$ cat config.mk
export PLATFORM = sky130hd
export DESIGN_NAME = mux_bus_seq
export DESIGN_NICKNAME = d
export VERILOG_FILES = /design/src/rtl/mux_bus_seq.sv
export SDC_FILE = /design/constraint.sdc
export NUM_CORES = 1
export LEC_CHECK = 0
export ABC_AREA = 1
export ABC_CLOCK_PERIOD_IN_PS = 4900
export BUFFER_PORTS_ARGS = -buffer_cell sky130_fd_sc_hd__buf_2
export CAP_MARGIN = 20
export CORE_MARGIN = 2
export CORE_UTILIZATION = 40
export CTS_BUF_LIST = sky130_fd_sc_hd__clkbuf_4 sky130_fd_sc_hd__clkbuf_8
export DETAILED_ROUTE_END_ITERATION = 8
export PLACE_DENSITY_LB_ADDON = 0.1
export SLEW_MARGIN = 20
export SYNTH_ARGS = -nofsm -noshare
export SYNTH_HDL_FRONTEND = slang
export SYNTH_SLANG_ARGS = --single-unit
$ cat constraint.sdc
create_clock -name clk -period 4.9 [get_ports clk]
set_input_delay 0.98 -clock clk [delete_from_list [all_inputs] [get_ports clk]]
set_output_delay 0.98 -clock clk [all_outputs]
set_load 0.005 [all_outputs]
$ cat src/rtl/mux_bus_seq.sv
module mux_bus_seq #(
  parameter int AW = 20
) (
  input  logic          clk,
  input  logic          rst,
  input  logic          rd_strap,
  input  logic          req_valid,
  input  logic [AW-1:0] req_addr,
  input  logic          req_write,
  input  logic          req_word,
  input  logic          req_refresh,
  output logic          req_accept,
  input  logic          ready,
  input  logic          hold_req,
  input  logic [1:0]    qs_in,
  output logic          hold_ack,
  output logic [AW-1:0] bus_addr,
  output logic          addr_oe,
  output logic          ale_qs0,
  output logic          wr_n_qs1,
  output logic          wr_oe,
  output logic          rd_n,
  output logic          rd_oe,
  output logic          bhe_n,
  output logic          bhe_oe,
  output logic          a0
);

  typedef enum logic [2:0] {S_IDLE, S_T1, S_T2, S_T3, S_TW, S_T4, S_HOLD} st_t;

  st_t           st, st_nx;
  logic          qmode, rst_q;
  logic [1:0]    qs_q;
  logic [AW-1:0] addr_r;
  logic          wr_r, word_r, ref_r;
  logic          boundary, in_cyc, strobe, drv;
  logic          bhe_v, a0_v;

  assign boundary   = (st == S_IDLE) || (st == S_T4);
  assign req_accept = boundary && !hold_req && req_valid && !rst;

  always_comb begin
    st_nx = st;
    case (st)
      S_IDLE, S_T4: begin
        if (hold_req)       st_nx = S_HOLD;
        else if (req_valid) st_nx = S_T1;
        else                st_nx = S_IDLE;
      end
      S_T1:   st_nx = S_T2;
      S_T2:   st_nx = S_T3;
      S_T3,
      S_TW:   st_nx = ready ? S_T4 : S_TW;
      S_HOLD: st_nx = hold_req ? S_HOLD : S_IDLE;
      default: st_nx = S_IDLE;
    endcase
  end

  always_ff @(posedge clk) begin
    rst_q <= rst;
    qs_q  <= qs_in;
    if (rst) begin
      st    <= S_IDLE;
      qmode <= !rd_strap;
    end else begin
      st <= st_nx;
    end
    if (req_accept) begin
      addr_r <= req_addr;
      wr_r   <= req_write && !req_refresh;
      word_r <= req_word;
      ref_r  <= req_refresh;
    end
  end

  assign in_cyc = !rst && (st inside {S_T1, S_T2, S_T3, S_TW});
  assign strobe = !rst && (st inside {S_T2, S_T3, S_TW});
  assign drv    = rst ? !rst_q : (st != S_HOLD);

  assign bhe_v = ref_r ? 1'b1 : (word_r ? 1'b0 : !addr_r[0]);
  assign a0_v  = ref_r ? 1'b1 : (word_r ? 1'b0 : addr_r[0]);

  assign hold_ack = !rst && (st == S_HOLD);
  assign bus_addr = addr_r;
  assign addr_oe  = !rst && (st == S_T1);

  assign ale_qs0  = qmode ? qs_q[0] : addr_oe;
  assign wr_n_qs1 = qmode ? qs_q[1] : !(strobe && wr_r);
  assign rd_n     = !(strobe && !wr_r);
  assign bhe_n    = in_cyc ? bhe_v : 1'b1;
  assign a0       = in_cyc && a0_v;

  assign rd_oe  = drv;
  assign bhe_oe = drv;
  assign wr_oe  = qmode ? 1'b1 : drv;

endmodule


==> Word level (Yosys, flattened, before mapping) <==
Cells that the tools add are included.
{ "word_totals": {"out_inout_bits": 31, "in_bits": 31, "word_cells": 55, "mem_bits_ro": 0, "latch_bits": 0, "ff_bits": 30, "memories": 0, "ramBits": 0} }
{ "op_classes": {"order_cmp": 0, "n_div": 0, "bitwise_logic": 0, "reduce_logical": 26, "n_addsub": 0, "n_mux": 14, "multipliers": 0, "shifts": 0, "eq_ne": 7} }
{ "ops": {"columns": ["cell", "count"], "rows": [
  ["3-bit case mux with 5 select lines", 1],
  ["1-bit logical AND", 11],
  ["1-bit two-way mux", 11],
  ["3-bit == test, second input constant", 3],
  ["1-bit zero test", 9],
  ["3-bit by 2-bit == test with 1-bit output, second input constant", 2],
  ["3-bit two-way mux", 2],
  ["4-bit nonzero test", 1],
  ["2-bit OR reduction", 2],
  ["3-bit by 1-bit == test with 1-bit output, second input constant", 1],
  ["3-bit zero test", 1],
  ["3-bit != test, second input constant", 1],
  ["3-bit nonzero test", 1],
  ["1-bit logical OR", 1]
]} }

==> Longest topological paths before layout <==
{ "depth": {"depth_word": 6, "mapped_depth": 7, "mapped_depth_nobuf": 7} }

==> Worst setup path before layout <==
Ideal clock, no wire load.
{ "synth_path": {"path_kind": "input-to-output", "startpoint": "input req_valid", "endpoint": "output req_accept", "required_time_ns": 3.920, "stages": 4, "n_path_buf": 0, "arrival_ns": 2.236, "path_slack_ns": 1.684, "path_cell_list": "inv_1 nor2_1 nand3_1 nor2_1"} }
{ "synth_between": {"elab_chain_len": 2} }
{ "synth_rtl": {"columns": ["item", "line", "text"], "rows": [
  ["start, declared", "7", "input logic req_valid,"],
  ["1-bit logical AND (2 in a row)", "40", "assign req_accept = boundary && !hold_req && req_valid && !rst;"],
  ["end, declared", "12", "output logic req_accept,"]
]} }
Every way passes these cells.

==> Worst setup path after layout <==
{ "layout_path": {"startpoint": "input hold_req", "endpoint": "output req_accept"} }
{ "layout_between": {"elab_chain_len": 4} }
{ "layout_rtl": {"columns": ["item", "line", "text"], "rows": [
  ["start, declared", "14", "input logic hold_req,"],
  ["1-bit zero test", "40", null],
  ["1-bit logical AND (3 in a row)", "40", null]
]} }
Every way passes these cells.

==> results.json <==
{
  "synthToLayoutAreaGrowth_pct": 36.1,
  "place_congestion": 0.746,
  "fin_crit_sh_pct": 58.4,
  "insertion_delay_ps": 310,
  "netlist.area_leader.share_pct": 64.9,
  "power_density_mw_per_mm2": 408,
  "end_kind": "primary output",
  "synth_cell_type_count": 14,
  "syn_area_sq_mm": 0.00111,
  "yosys_warnings": 0,
  "grt_pass1_vias": 809,
  "worstSetupPathType": "input pin to primary output",
  "crit_path_cell_trace": "buf_2 -> nor2_1 -> nand3_1 -> nor2_2 -> buf_4 -> buf_2",
  "coreArea_sq_mm": 0.00269,
  "die_h_microns": 56.7,
  "diodes": 0,
  "rows": 19,
  "grt.overflow.total": 0,
  "wl_per_cell_microns": 10.9,
  "viasPerCell": 4.62,
  "critPathMaxFanout": 24,
  "power_leakage_nw": 0.711,
  "clk_pin_slew_ps": 90,
  "fmax_ghz": 0.349,
  "final_core_util_pct": 56.2,
  "clk_path_buf_depth": 2,
  "ioPinCount": 62,
  "hold_buffers": 0,
  "hold_slack_ps": 713,
  "cp_slowest_cell": "buf_4",
  "synth_area_leaders": "edfxtp_1 (65%), dfxtp_1 (11%), nand3_1 (6.3%)",
  "required_ps": 3920,
  "fin_nets": 189,
  "dieArea_sq_mm": 0.00321,
  "min_period_ps": 2860,
  "die_w_microns": 56.7,
  "cp.buffers_inverters": 3,
  "h-tree-depth": 2,
  "arrival_ps": 1880,
  "clock-root-buffer": "clkbuf_4",
  "syn_inst": 90,
  "ys_seq_elements": 30,
  "drc_errors": 0,
  "crit_path_frequent_cell": "buf_2",
  "finalSetupViolCount": 0,
  "syn_nets": 121,
  "cp-start-kind": "input pin",
  "numCtsBuffers": 5,
  "max_slew_margin_pct": 78.3,
  "fin_tns_setup_ps": 0,
  "dp_hpwl_mm": 1.56,
  "hold_viol_final": 0,
  "drive_gt1_share_pct": 45.9,
  "ys_seq_area_share_pct": 75.8,
  "clkSinkCount": 30,
  "skew_ps": 3.90,
  "max-cap-violations": 0,
  "tightest_slew_ps": 321,
  "power_mw": 0.617,
  "rsz0062_at_grt": "false",
  "grt_max_degree": 25,
  "drt_first_iter_violations": 18,
  "routed_wirelength_mm": 2.08,
  "cts_tree": "done",
  "ir_worst_vdd_mv": 0.268,
  "vias": 877,
  "grt.total_usage_pct": 13.7,
  "initial_core_util_pct": 41.3,
  "antenna_left": 0,
  "grt_pass1_wl_mm": 3.24,
  "syn_area_per_cell_sq_um": 12.3,
  "drtPass1Iterations": 4,
  "place_ws_ps": 2030,
  "critPathTopFamily": "buffers and inverters",
  "drv_slew": 0,
  "cpPeakStageDelay_ps": 290,
  "worst_slack_ps": 2040,
  "post_cts_buffers": 0,
  "min_path_type": "flip-flop to flip-flop",
  "grt_antenna_before_repair": 0,
  "port_buffers": 61,
  "status": "complete, no violations",
  "cts_resized": 0,
  "synth_top_cell_by_area": "edfxtp_1"
}
## layer usage
| layer | GRT usage, % | vias to the layer above | part of all wire [%] |
|---|---|---|---|
| met5 | 0 | - | 0 |
| met4 | 6.12 | 0 | 0 |
| met3 | 8.76 | 0 | 11 |
| met2 | 22.3 | 39 | 53 |
| met1 | 13.5 | 397 | 36 |
| li1 | - | 441 | - |
## metrics by stage
| step | std cells | area (sq um) |
|---|---|---|
| after global placement | 182 | 1460 |
| after floorplan | 90 | 1110 |
| after global routing | 190 | 1510 |
| final | 190 | 1510 |
| after detailed placement | 182 | 1460 |
| after CTS | 190 | 1510 |
## report_power, final
group	leakage, nW	total, mW	switching (mW)	internal [mW]
combinational	0.413	0.148	0.0867	0.0612
clock	0.0286	0.135	0.0817	0.0533
sequential	0.269	0.334	0.0255	0.308
total	0.711	0.617	0.194	0.423
## cell usage after synthesis
cell / count
or2_1: 1
a21oi_1: 3
nor2_1: 8
buf_4: 1
inv_2: 1
nor2_2: 1
inv_1: 14
nand2_1: 11
a21oi_2: 1
o21ai_0: 3
dfxtp_1: 6
edfxtp_1: 24
nand4_1: 2
nand3_1: 14
## path summary, 6_finish.rpt
path | start | endpoint | slack, ps | cells past startpoint
max | hold_req | req_accept | 2040 | 6
max reg2reg | st[2] | bus_addr[1] | 3270 | 5
min reg2reg | st[0] | st[1] | 710 | 4
min | st[0] | st[1] | 710 | 4
## area by class of cell
cell class | instances | area (sq um)
timing repair buffer | 62 | 313
clock inverter | 3 | 16.3
sequential | 30 | 841
tap | 31 | 38.8
clock buffer | 5 | 37.5
fill | 251 | 1180
inverter | 15 | 56.3
multi-input combinational | 44 | 208
## registers in the layout, summed over array words and instances (netlist names)
signal and cells:
bus_addr 20, qmode 1, qs_q 2, ref_r 1, rst_q 1, st 3, word_r 1, wr_r 1
## cell usage in the layout (no fill, tap or decap)
cell type,synthesis,routed
clkbuf_4,0,5
nor2_2,1,2
o21ai_0,3,3
inv_2,1,1
clkinvlp_4,0,1
edfxtp_1,24,24
buf_4,1,1
nand2_1,11,11
nand4_1,2,2
inv_1,14,14
clkinv_1,0,1
clkinv_2,0,1
a21oi_1,3,3
dfxtp_1,6,6
nand3_1,14,14
a21oi_2,1,1
or2_1,1,1
buf_2,0,61
nor2_1,8,7
## worst min-delay path, stage by stage (launching register included)
cell	delay (ps)
dfxtp_1	390
nand3_1	120
nand3_1	70
inv_1	50
a21oi_1	50
## cells by family after synthesis
group / after synthesis / share of synthesized area [%]
simple gates: 37 / 15.0
flops: 30 / 75.8
buf+inv: 16 / 5.75
compound gates: 7 / 3.49
Power figures use the tool's default switching activity.
